**src/rtl/fcmd_pkg.sv**
```systemverilog
package fcmd_pkg;

  typedef enum logic [3:0] {
    OP_NONE   = 4'd0,
    OP_ERASE  = 4'd1,
    OP_PROG   = 4'd2,
    OP_BUFLD  = 4'd3,
    OP_COMMIT = 4'd4,
    OP_LKSET  = 4'd5,
    OP_LKCLR  = 4'd6,
    OP_OTP    = 4'd7,
    OP_CFG    = 4'd8,
    OP_SUSP   = 4'd9,
    OP_RESUME = 4'd10
  } op_e;

  typedef enum logic [1:0] {
    MD_ARRAY = 2'd0,
    MD_IDENT = 2'd1,
    MD_QUERY = 2'd2,
    MD_STAT  = 2'd3
  } mode_e;

  typedef enum logic [3:0] {
    ST_IDLE, ST_ERASE_CF, ST_PROG_DATA, ST_PAGE_CNT, ST_PAGE_DATA,
    ST_PAGE_CF, ST_CFG_CODE, ST_LOCK_CF, ST_OTP_DATA
  } st_e;

  localparam logic [7:0] C_RD_ARRAY = 8'hFF;
  localparam logic [7:0] C_RD_IDENT = 8'h90;
  localparam logic [7:0] C_RD_QUERY = 8'h98;
  localparam logic [7:0] C_RD_STAT  = 8'h70;
  localparam logic [7:0] C_CLR_STAT = 8'h50;
  localparam logic [7:0] C_ERASE    = 8'h20;
  localparam logic [7:0] C_PROG_A   = 8'h40;
  localparam logic [7:0] C_PROG_B   = 8'h10;
  localparam logic [7:0] C_PAGE     = 8'hE8;
  localparam logic [7:0] C_SUSP     = 8'hB0;
  localparam logic [7:0] C_CONFIRM  = 8'hD0;
  localparam logic [7:0] C_CFG      = 8'hB8;
  localparam logic [7:0] C_LOCK     = 8'h60;
  localparam logic [7:0] C_LOCK_SET = 8'h01;
  localparam logic [7:0] C_OTP      = 8'hC0;

  // page-buffer count word: low byte holds N-1
  function automatic bit page_len_ok(logic [7:0] n_minus1, int depth);
    return int'(n_minus1) < depth;
  endfunction

  function automatic int page_len(logic [7:0] n_minus1);
    return int'(n_minus1) + 1;
  endfunction

endpackage

```
**src/rtl/fcmd_guard.sv**
```systemverilog
module fcmd_guard #(
  parameter int NBLK = 8,
  localparam int BW = $clog2(NBLK)
) (
  input  logic [BW-1:0]   chk_blk,
  input  logic [NBLK-1:0] blk_locked,
  input  logic            rp_high,
  output logic            mod_ok
);
  assign mod_ok = rp_high && !blk_locked[chk_blk];
endmodule

```
**src/rtl/fcmd_status.sv**
```systemverilog
module fcmd_status (
  input  logic clk,
  input  logic rst_n,
  input  logic ev_seq_err,
  input  logic ev_lock_err,
  input  logic ev_clear,
  output logic sts_seq_err,
  output logic sts_lock_err
);
  always_ff @(posedge clk) begin
    if (!rst_n) begin
      sts_seq_err  <= 1'b0;
      sts_lock_err <= 1'b0;
    end else if (ev_clear) begin
      sts_seq_err  <= 1'b0;
      sts_lock_err <= 1'b0;
    end else begin
      if (ev_seq_err)  sts_seq_err  <= 1'b1;
      if (ev_lock_err) sts_lock_err <= 1'b1;
    end
  end

  p_sticky_lock_r12: assert property (@(posedge clk) disable iff (!rst_n)
    sts_lock_err && !ev_clear |=> sts_lock_err);
  p_sticky_seq_r12: assert property (@(posedge clk) disable iff (!rst_n)
    sts_seq_err && !ev_clear |=> sts_seq_err);
  p_clear_r2: assert property (@(posedge clk) disable iff (!rst_n)
    ev_clear |=> !sts_seq_err && !sts_lock_err);
endmodule

```
**src/rtl/fcmd_seq.sv**
```systemverilog
module fcmd_seq
  import fcmd_pkg::*;
#(
  parameter int AW    = 12,
  parameter int DW    = 16,
  parameter int NBLK  = 8,
  parameter int DEPTH = 32,
  localparam int BW   = $clog2(NBLK),
  localparam int SH   = AW - BW,
  localparam int CNTW = $clog2(DEPTH + 1)
) (
  input  logic          clk,
  input  logic          rst_n,
  input  logic          wr_en,
  input  logic [AW-1:0] wr_addr,
  input  logic [DW-1:0] wr_data,
  input  logic          busy,
  input  logic          mod_ok,
  output logic [BW-1:0] chk_blk,
  output logic [1:0]    rd_mode,
  output logic          op_valid,
  output logic [3:0]    op_code,
  output logic [AW-1:0] op_addr,
  output logic [DW-1:0] op_data,
  output logic          ev_seq_err,
  output logic          ev_lock_err,
  output logic          ev_clear
);
  st_e             state, nxt_state;
  mode_e           mode_q, nxt_mode;
  logic [CNTW-1:0] cnt, nxt_cnt, pg_n, nxt_pg_n;
  logic [AW-1:0]   pg_addr;
  logic [7:0]      cmd;
  logic [BW-1:0]   wr_blk, pg_blk;
  logic            idle_blocked, pg_start;
  logic            fire;
  op_e             fire_code;
  logic [AW-1:0]   fire_addr;
  logic [DW-1:0]   fire_data;

  assign cmd     = wr_data[7:0];
  assign wr_blk  = wr_addr[AW-1:SH];
  assign pg_blk  = pg_addr[AW-1:SH];
  assign chk_blk = (state == ST_PAGE_CF) ? pg_blk : wr_blk;
  assign idle_blocked = busy && (cmd != C_SUSP) && (cmd != C_RD_STAT);
  assign pg_start = wr_en && (state == ST_IDLE) && !idle_blocked && (cmd == C_PAGE);

  always_comb begin
    nxt_state   = state;
    nxt_mode    = mode_q;
    nxt_cnt     = cnt;
    nxt_pg_n    = pg_n;
    fire        = 1'b0;
    fire_code   = OP_NONE;
    fire_addr   = wr_addr;
    fire_data   = wr_data;
    ev_seq_err  = 1'b0;
    ev_lock_err = 1'b0;
    ev_clear    = 1'b0;
    if (wr_en) begin
      case (state)
        ST_IDLE: begin
          if (!idle_blocked) begin
            case (cmd)
              C_RD_ARRAY: nxt_mode = MD_ARRAY;
              C_RD_IDENT: nxt_mode = MD_IDENT;
              C_RD_QUERY: nxt_mode = MD_QUERY;
              C_RD_STAT:  nxt_mode = MD_STAT;
              C_CLR_STAT: ev_clear = 1'b1;
              C_ERASE:  begin nxt_state = ST_ERASE_CF;  nxt_mode = MD_STAT; end
              C_PROG_A,
              C_PROG_B: begin nxt_state = ST_PROG_DATA; nxt_mode = MD_STAT; end
              C_PAGE:   begin nxt_state = ST_PAGE_CNT;  nxt_mode = MD_STAT; end
              C_CFG:    begin nxt_state = ST_CFG_CODE;  nxt_mode = MD_STAT; end
              C_LOCK:   begin nxt_state = ST_LOCK_CF;   nxt_mode = MD_STAT; end
              C_OTP:    begin nxt_state = ST_OTP_DATA;  nxt_mode = MD_STAT; end
              C_SUSP: begin
                if (busy) begin
                  fire = 1'b1; fire_code = OP_SUSP; nxt_mode = MD_STAT;
                end
              end
              C_CONFIRM: begin fire = 1'b1; fire_code = OP_RESUME; end
              default: begin ev_seq_err = 1'b1; nxt_mode = MD_STAT; end
            endcase
          end
        end
        ST_ERASE_CF: begin
          nxt_state = ST_IDLE;
          if (cmd != C_CONFIRM)  ev_seq_err = 1'b1;
          else if (mod_ok) begin fire = 1'b1; fire_code = OP_ERASE; end
          else                   ev_lock_err = 1'b1;
        end
        ST_PROG_DATA: begin
          nxt_state = ST_IDLE;
          if (mod_ok) begin fire = 1'b1; fire_code = OP_PROG; end
          else        ev_lock_err = 1'b1;
        end
        ST_PAGE_CNT: begin
          if (page_len_ok(cmd, DEPTH)) begin
            nxt_cnt   = CNTW'(page_len(cmd));
            nxt_pg_n  = CNTW'(page_len(cmd));
            nxt_state = ST_PAGE_DATA;
          end else begin
            ev_seq_err = 1'b1;
            nxt_state  = ST_IDLE;
          end
        end
        ST_PAGE_DATA: begin
          fire      = 1'b1;
          fire_code = OP_BUFLD;
          nxt_cnt   = cnt - 1'b1;
          if (cnt == CNTW'(1)) nxt_state = ST_PAGE_CF;
        end
        ST_PAGE_CF: begin
          nxt_state = ST_IDLE;
          if (cmd != C_CONFIRM || wr_blk != pg_blk) ev_seq_err = 1'b1;
          else if (mod_ok) begin
            fire      = 1'b1;
            fire_code = OP_COMMIT;
            fire_addr = pg_addr;
            fire_data = DW'(pg_n);
          end else ev_lock_err = 1'b1;
        end
        ST_CFG_CODE: begin
          nxt_state = ST_IDLE;
          fire = 1'b1; fire_code = OP_CFG; fire_data = DW'(cmd);
        end
        ST_LOCK_CF: begin
          nxt_state = ST_IDLE;
          if (cmd == C_LOCK_SET)     begin fire = 1'b1; fire_code = OP_LKSET; end
          else if (cmd == C_CONFIRM) begin fire = 1'b1; fire_code = OP_LKCLR; end
          else                       ev_seq_err = 1'b1;
        end
        ST_OTP_DATA: begin
          nxt_state = ST_IDLE;
          fire = 1'b1; fire_code = OP_OTP;
        end
        default: nxt_state = ST_IDLE;
      endcase
      if (ev_seq_err) begin
        nxt_mode  = MD_STAT;
        nxt_state = ST_IDLE;
      end
    end
  end

  always_ff @(posedge clk) begin
    if (!rst_n) begin
      state    <= ST_IDLE;
      mode_q   <= MD_ARRAY;
      cnt      <= '0;
      pg_n     <= '0;
      pg_addr  <= '0;
      op_valid <= 1'b0;
      op_code  <= OP_NONE;
      op_addr  <= '0;
      op_data  <= '0;
    end else begin
      state    <= nxt_state;
      mode_q   <= nxt_mode;
      cnt      <= nxt_cnt;
      pg_n     <= nxt_pg_n;
      if (pg_start) pg_addr <= wr_addr;
      op_valid <= fire;
      op_code  <= fire_code;
      op_addr  <= fire_addr;
      op_data  <= fire_data;
    end
  end

  assign rd_mode = mode_q;

  p_busy_ignore_r14: assert property (@(posedge clk) disable iff (!rst_n)
    wr_en && busy && state == ST_IDLE && cmd != C_SUSP && cmd != C_RD_STAT
    |=> !op_valid && $stable(rd_mode));
  p_page_cnt_range_r5: assert property (@(posedge clk) disable iff (!rst_n)
    state == ST_PAGE_DATA |-> cnt != '0 && cnt <= CNTW'(DEPTH));
  p_seqerr_status_r6: assert property (@(posedge clk) disable iff (!rst_n)
    ev_seq_err |=> rd_mode == MD_STAT && !op_valid);
  p_commit_after_loads_r5: assert property (@(posedge clk) disable iff (!rst_n)
    op_valid && op_code == OP_COMMIT |-> $past(state) == ST_PAGE_CF);
endmodule

```
**src/rtl/fcmd_decoder.sv**
```systemverilog
module fcmd_decoder
  import fcmd_pkg::*;
#(
  parameter int AW    = 12,
  parameter int DW    = 16,
  parameter int NBLK  = 8,
  parameter int DEPTH = 32,
  localparam int BW   = $clog2(NBLK),
  localparam int SH   = AW - BW
) (
  input  logic            clk,
  input  logic            rst_n,
  input  logic            wr_en,
  input  logic [AW-1:0]   wr_addr,
  input  logic [DW-1:0]   wr_data,
  input  logic [NBLK-1:0] blk_locked,
  input  logic            rp_high,
  input  logic            busy,
  output logic [1:0]      rd_mode,
  output logic            op_valid,
  output logic [3:0]      op_code,
  output logic [AW-1:0]   op_addr,
  output logic [DW-1:0]   op_data,
  output logic            sts_seq_err,
  output logic            sts_lock_err
);
  logic [BW-1:0] chk_blk;
  logic          mod_ok, ev_seq_err, ev_lock_err, ev_clear;
  logic          lk_here;

  fcmd_seq #(.AW(AW), .DW(DW), .NBLK(NBLK), .DEPTH(DEPTH)) u_seq (
    .clk, .rst_n, .wr_en, .wr_addr, .wr_data, .busy, .mod_ok, .chk_blk,
    .rd_mode, .op_valid, .op_code, .op_addr, .op_data,
    .ev_seq_err, .ev_lock_err, .ev_clear
  );

  fcmd_guard #(.NBLK(NBLK)) u_guard (
    .chk_blk, .blk_locked, .rp_high, .mod_ok
  );

  fcmd_status u_status (
    .clk, .rst_n, .ev_seq_err, .ev_lock_err, .ev_clear, .sts_seq_err, .sts_lock_err
  );

  assign lk_here = blk_locked[wr_addr[AW-1:SH]];

  p_locked_no_modify_r11: assert property (@(posedge clk) disable iff (!rst_n)
    op_valid && (op_code == OP_ERASE || op_code == OP_PROG)
    |-> $past(rp_high) && !$past(lk_here));
  p_op_follows_write_r3: assert property (@(posedge clk) disable iff (!rst_n)
    op_valid |-> $past(wr_en));
endmodule

```
**config.mk**
```make
export PLATFORM = sky130hd
export DESIGN_NAME = fcmd_decoder
export DESIGN_NICKNAME = d
export VERILOG_FILES = /design/src/rtl/fcmd_pkg.sv /design/src/rtl/fcmd_guard.sv /design/src/rtl/fcmd_status.sv /design/src/rtl/fcmd_seq.sv /design/src/rtl/fcmd_decoder.sv
export SDC_FILE = /design/constraint.sdc
export NUM_CORES = 1
export LEC_CHECK = 0
export BUFFER_PORTS_ARGS = -buffer_cell sky130_fd_sc_hd__buf_4
export CAP_MARGIN = 5
export CORE_UTILIZATION = 48
export CTS_CLUSTER_DIAMETER = 120
export DETAILED_ROUTE_END_ITERATION = 7
export PLACE_DENSITY_LB_ADDON = 0.15
export REMOVE_ABC_BUFFERS = 1
export SLEW_MARGIN = 20
export SYNTH_ARGS = -nofsm -noshare
export SYNTH_HDL_FRONTEND = slang
export SYNTH_SLANG_ARGS = --single-unit
```
**constraint.sdc**
```tcl
create_clock -name clk -period 4.6 [get_ports clk]
set_input_delay 0 -clock clk [delete_from_list [all_inputs] [get_ports clk]]
set_output_delay 0 -clock clk [all_outputs]
set_load 0.01 [all_outputs]
```
* Word level (Yosys, flattened, before mapping) *
Cells that the tools add are included.

storage, ports and cells
  word-level logic and storage cells = 136
  bits in registers = 65

operators by class
  bitwise gates (word level) = 1
  reductions and logical operators = 22
  multiplexer cells = 63
  eq/ne operators = 35
  $lt $le $gt $ge = 2
  $add $sub $neg = 2

operator list
  kind                  number
  $eq A8 B8 Y1 const B  8
  $mux W12              4
  $mux W16              3
  $eq A8 B7 Y1 const B  4
  $mux W4               8
  $pmux W16 S2          1
  $pmux W4 S8           1
  $mux W1               26
  $ne A8 B8 Y1 const B  3
  $pmux W4 S6           1
  $eq A4 B3 Y1 const B  4
  $reduce_or A14 Y1     1
  $mux W3               4
  $pmux W4 S3           1
  $pmux W6 S2           1
  $mux W2               5
  $pmux W2 S5           1
  $eq A4 B2 Y1 const B  2
  $eq A8 B1 Y1 const B  1
  $eq A8 B5 Y1 const B  1
  $eq A8 B6 Y1 const B  1
  $lt A8 B6 Y1 const B  1
  $ne A8 B7 Y1 const B  1
  $pmux W4 S2           1
  30 further kinds      41

* Depth between registers and ports, before layout *
  depth after elaboration = 10
  mapped depth = 10
  gate-level depth less buffers = 8

* Cells and area by module *
Synthesis repeated with hierarchy kept, for this count alone.

unflattened totals
  cell total of the unflattened synthesis = 392
  area, all modules = 3375.7 µm²

modules (own cells, without submodules)
  module       seq. area each (µm²)  cells an instance  area each (µm²)  times used
  fcmd_seq     1261.2                378                3233.1           1
  fcmd_guard   0.0                   7                  73.8             1
  fcmd_status  40.0                  7                  68.8             1

* Worst setup path after synthesis *
Ideal clock, no wire load.

  path type = register -> register
  from = register u_seq.state[3]
  to = register u_seq.op_addr[7]
  path buffers = 2
  setup time = 0.128 ns
  period minus slack after synthesis = 2.399 ns
  path slack = 2.201 ns
  stages on the path, launching flop included = 9
  arrival time = 2.271 ns
  cell sequence = dfxtp_1 -> nand4bb_1 -> buf_4 -> mux2_4 -> mux2i_1 -> a2111oi_4 -> buf_6 -> mux2i_1 -> nor2_1

between the ends
  cells in the longest elaborated chain, start to end = 10

ends and longest elaborated chain
  what                           RTL line                        source
  start, declared                fcmd_seq.sv:29                  st_e state, nxt_state;
  start signal, assigned         fcmd_seq.sv:159                 state <= nxt_state;
  $eq A4 B3 Y1 *                 fcmd_seq.sv:44, fcmd_seq.sv:61
  $mux W3                        fcmd_seq.sv:44                  assign chk_blk = (state == ST_PAGE_CF) ? pg_blk : wr_blk;
  $bmux W1 S3                    fcmd_guard.sv:10                assign mod_ok = rp_high && !blk_locked[chk_blk];
  $mux W1 (implied by the code)  fcmd_guard.sv:10
  $logic_not A1 Y1               fcmd_guard.sv:10
  $logic_and A1 B1 Y1            fcmd_guard.sv:10
  $mux W12                       fcmd_seq.sv:117                 else if (mod_ok) begin
  $mux W12                       fcmd_seq.sv:116                 if (cmd != C_CONFIRM || wr_blk != pg_blk) ev_seq_err = 1'b1;
  $mux W12 *                     fcmd_seq.sv:61                  case (state)
  $mux W12 *                     fcmd_seq.sv:60                  if (wr_en) begin
  end signal, assigned           fcmd_seq.sv:166                 op_addr <= fire_addr;
  end, declared                  fcmd_seq.sv:23                  output logic [AW-1:0] op_addr,

Mark *: on every way between the ends. The rest lies on a longest branch, timed or not. The select of a mux whose other input is x is not followed.
A chain may end at the register's enable or synchronous reset.

* Worst setup path in the final report *
  from = register u_seq.state[2]
  to = register u_seq.op_addr[1]

Same word-level chain as after synthesis.

==> impl_metrics.yaml <==
layout:
  fillers: 594
  stdcell_count: 599
  syn_to_final_growth_pct: 30.9
  nNetsFinal: 544
  drive_gt1_frac: 0.227
  final_cell_mix: "buf_4, dfxtp_1, nor2_1"
  n_antenna_cell: 0
  final_common_cell: "buf_4"
placed_design:
  pre_cts_slack_ns: 1.83
  dpl.hpwl_um: 6130
  dp.cells: 557
  place_congestion: 0.902
  portBuffers: 77
drt:
  wire_per_inst_um: 14.8
  num_vias: 3281
  drt_first_pass_iters: 4
  met2_length_um: 4260
  top_layer: "met4"
  drtIter0Drc: 208
  antenna_left: 0
  drc: 0
  vias_per_cell: 5.48
  wl_met1_um: 4010
  routed_wl_um: 8880
  route.met3.wl_um: 484
yosys:
  syn-instance-count: 409
  synthFlopType: "dfxtp_1"
  synth_area_sq_um: 3480
  synth_cell_types: 64
  syn_avg_cell_area_sq_um: 8.50
  synth_edf_count: 0
  synth-seq-cells: 65
  yosysWarningCount: 0
  async_reset_ff_frac: 0
  ys_seq_area_frac: 0.374
clocking:
  clock_sinks: 65
  clkTransAtPathRegs_ns: 0.08
  clk_latency_ns: 0.33
  cts_made_buffers: 9
  cts_resized: 0
  post-cts-setup-buffers: 0
  cts_root_buf: "clkbuf_8"
  cts_tree: "built"
  hold_buffers: 26
  cts_max_level: 3
  clockBufferDepth: 2
global_routing:
  grt_overflow_total: 0
  grt_usage: 0.244
  antenna_found_initial: 0
  grt_pass1_vias: 3004
  grt_max_degree: 41
  grt_pass1_wl_um: 14400
die:
  die-area_sq_um: 7590
  initial_core_util: 0.504
  coreArea_sq_um: 6910
  chipHeight_um: 87.1
  rows: 30
  fp.dieW_um: 87.1
  ios: 78
critical_path:
  r2r_slack_ns: 1.81
  crit_fanout: 17
  crit_top_cell: "mux2i_1"
  cp-end-kind: "register"
  cp_slowest_stage_delay_ns: 0.63
  reg2reg_from: "u_seq.state[2]"
  arrival_ns: 3.00
  critPathRequiredTime_ns: 4.81
  critPathKind: "reg -> reg"
  r2r-end: "u_seq.op_addr[1]"
  crit_path_start_kind: "register"
  critPathSlowestCell: "dfxtp_1"
  path_cells: "nand4bb_1 > mux2_4 > mux2i_1 > a2111oi_4 > buf_4 > mux2i_1 > nor2_1"
  reg2reg_depth: 7
worst_hold_path:
  hp-start: "wr_en"
  hold_class: "in -> reg"
  worstHoldEndpoint: "u_status.sts_seq_err"
  hold_path_depth: 3
power:
  leakage_nw: 1.82
  vdd_ir_drop_max_mv: 0.162
  power.density_nw_per_um2: 278
timing:
  min_period_over_period: 0.608
  post-route-min-period_ns: 2.79
  fmax_mhz: 358
  setup_violations: 0
  tns_ns: 0
  timing.final.ws_setup_ns: 1.81
  worst_pin_slew_ns: 0.734
  slew_headroom: 0.498
  hold_violations: 0
  fin_worst_skew_ns: 0.00891
  drv_slew: 0
  rsz0062_at_grt: "false"
outcome:
  run_status: "completed"
flow_run:
  timing.max_cap.violations: 0
sequential cells by signal, indices dropped and copies added, names as in the netlist, 2 cells and up:
signal,count
u_seq.cnt,6
u_seq.op_addr,12
u_seq.op_code,4
u_seq.op_data,16
u_seq.pg_addr,12
u_seq.pg_n,6
u_seq.rd_mode,2
u_seq.state,4
where the power goes:
group	leakage (nW)	switching (mW)	internal (mW)
clock network	0.103	0.222	0.266
registers	0.533	0.00778	0.580
logic	1.19	0.0976	0.0941
metrics by stage:
| step | instance area (sq um) | hold slack, ns | power, mW | utilization |
|---|---|---|---|---|
| global route | 4550 | 0.0458 | 1.33 | 0.659 |
| detailed placement | 4090 | 0.207 | 0.773 | 0.592 |
| global placement | 4090 | 0.205 | 0.770 | 0.592 |
| CTS | 4550 | 0.0357 | 1.28 | 0.659 |
| floorplan | 3350 | 0.0956 | 0.679 | - |
| finish | 4550 | 0.0514 | 1.27 | 0.659 |
Yosys cell counts (3+ instances only):
library cell	n	share of area
o2111ai_1	3	0.0076
a21boi_0	3	0.0065
mux2_2	3	0.0097
a32oi_1	4	0.010
nand4_1	4	0.0072
dfxtp_1	65	0.37
nor2b_1	6	0.011
a31oi_1	5	0.0090
o21ai_0	15	0.022
nand2b_1	5	0.0090
o221a_2	4	0.013
a21oi_1	21	0.030
clkbuf_1	24	0.026
and3_1	5	0.0090
ha_1	5	0.018
nand3b_1	3	0.0065
xnor2_1	4	0.010
nor4_1	3	0.0054
xor2_1	7	0.018
and2_1	11	0.020
nor2_1	55	0.059
mux2i_1	33	0.095
a211oi_1	9	0.019
nand3_1	15	0.022
nand2_1	21	0.023
nor3_1	10	0.014
inv_1	18	0.019
worst max-delay path: cells and delay by family, from the launching register on:
family	cells	cell delay [ns]
mux	3	0.88
buf+inv	1	0.32
flops	1	0.63
compound gates	1	0.35
simple gates	2	0.48
cells by family (layout without fill, tap and decap cells):
kind of cell | count (synthesis) | in the layout | synth area share
muxes | 38 | 38 | 0.113
DFF | 65 | 65 | 0.374
xor gates and xnor gates | 11 | 11 | 0.0277
buffers and inverters | 48 | 142 | 0.0568
AOI/OAI and AO/OA | 88 | 88 | 0.185
and+or+nand+nor | 154 | 154 | 0.226
adders and majority gates | 5 | 5 | 0.0180
routing by layer:
metal | vias to the layer above | track usage
li1 | 1641 | -
met1 | 1522 | 0.321
met2 | 106 | 0.407
met3 | 12 | 0.0389
met4 | 0 | 0.0805
met5 | - | 0
layout make-up:
| cell class | count | area [sq um] | area share |
|---|---|---|---|
| multi-input combinational | 296 | 1980 | 0.436 |
| inverter | 18 | 67.6 | 0.0148 |
| timing repair buffer | 108 | 876 | 0.192 |
| sequential | 65 | 1300 | 0.286 |
| clock inverter | 6 | 65.1 | 0.0143 |
| clock buffer | 10 | 138 | 0.0302 |
| tap | 96 | 120 | 0.0264 |
worst max path at each step:
stage / start / to / slack, ns / cells past startpoint
2_1_floorplan: wr_data[1] / u_seq.pg_addr[0] / 1.63 / 8
4_1_cts: u_seq.state[2] / u_seq.op_data[13] / 1.84 / 6
3_3_place_gp: u_seq.state[2] / u_seq.op_code[1] / 1.94 / 6
5_1_grt: u_seq.state[2] / u_seq.op_addr[1] / 1.55 / 7
3_5_place_dp: u_seq.state[2] / u_seq.op_addr[1] / 1.83 / 7
6_report: u_seq.state[2] / u_seq.op_addr[1] / 1.81 / 7
Note: power is estimated with default switching activity, not from simulation.
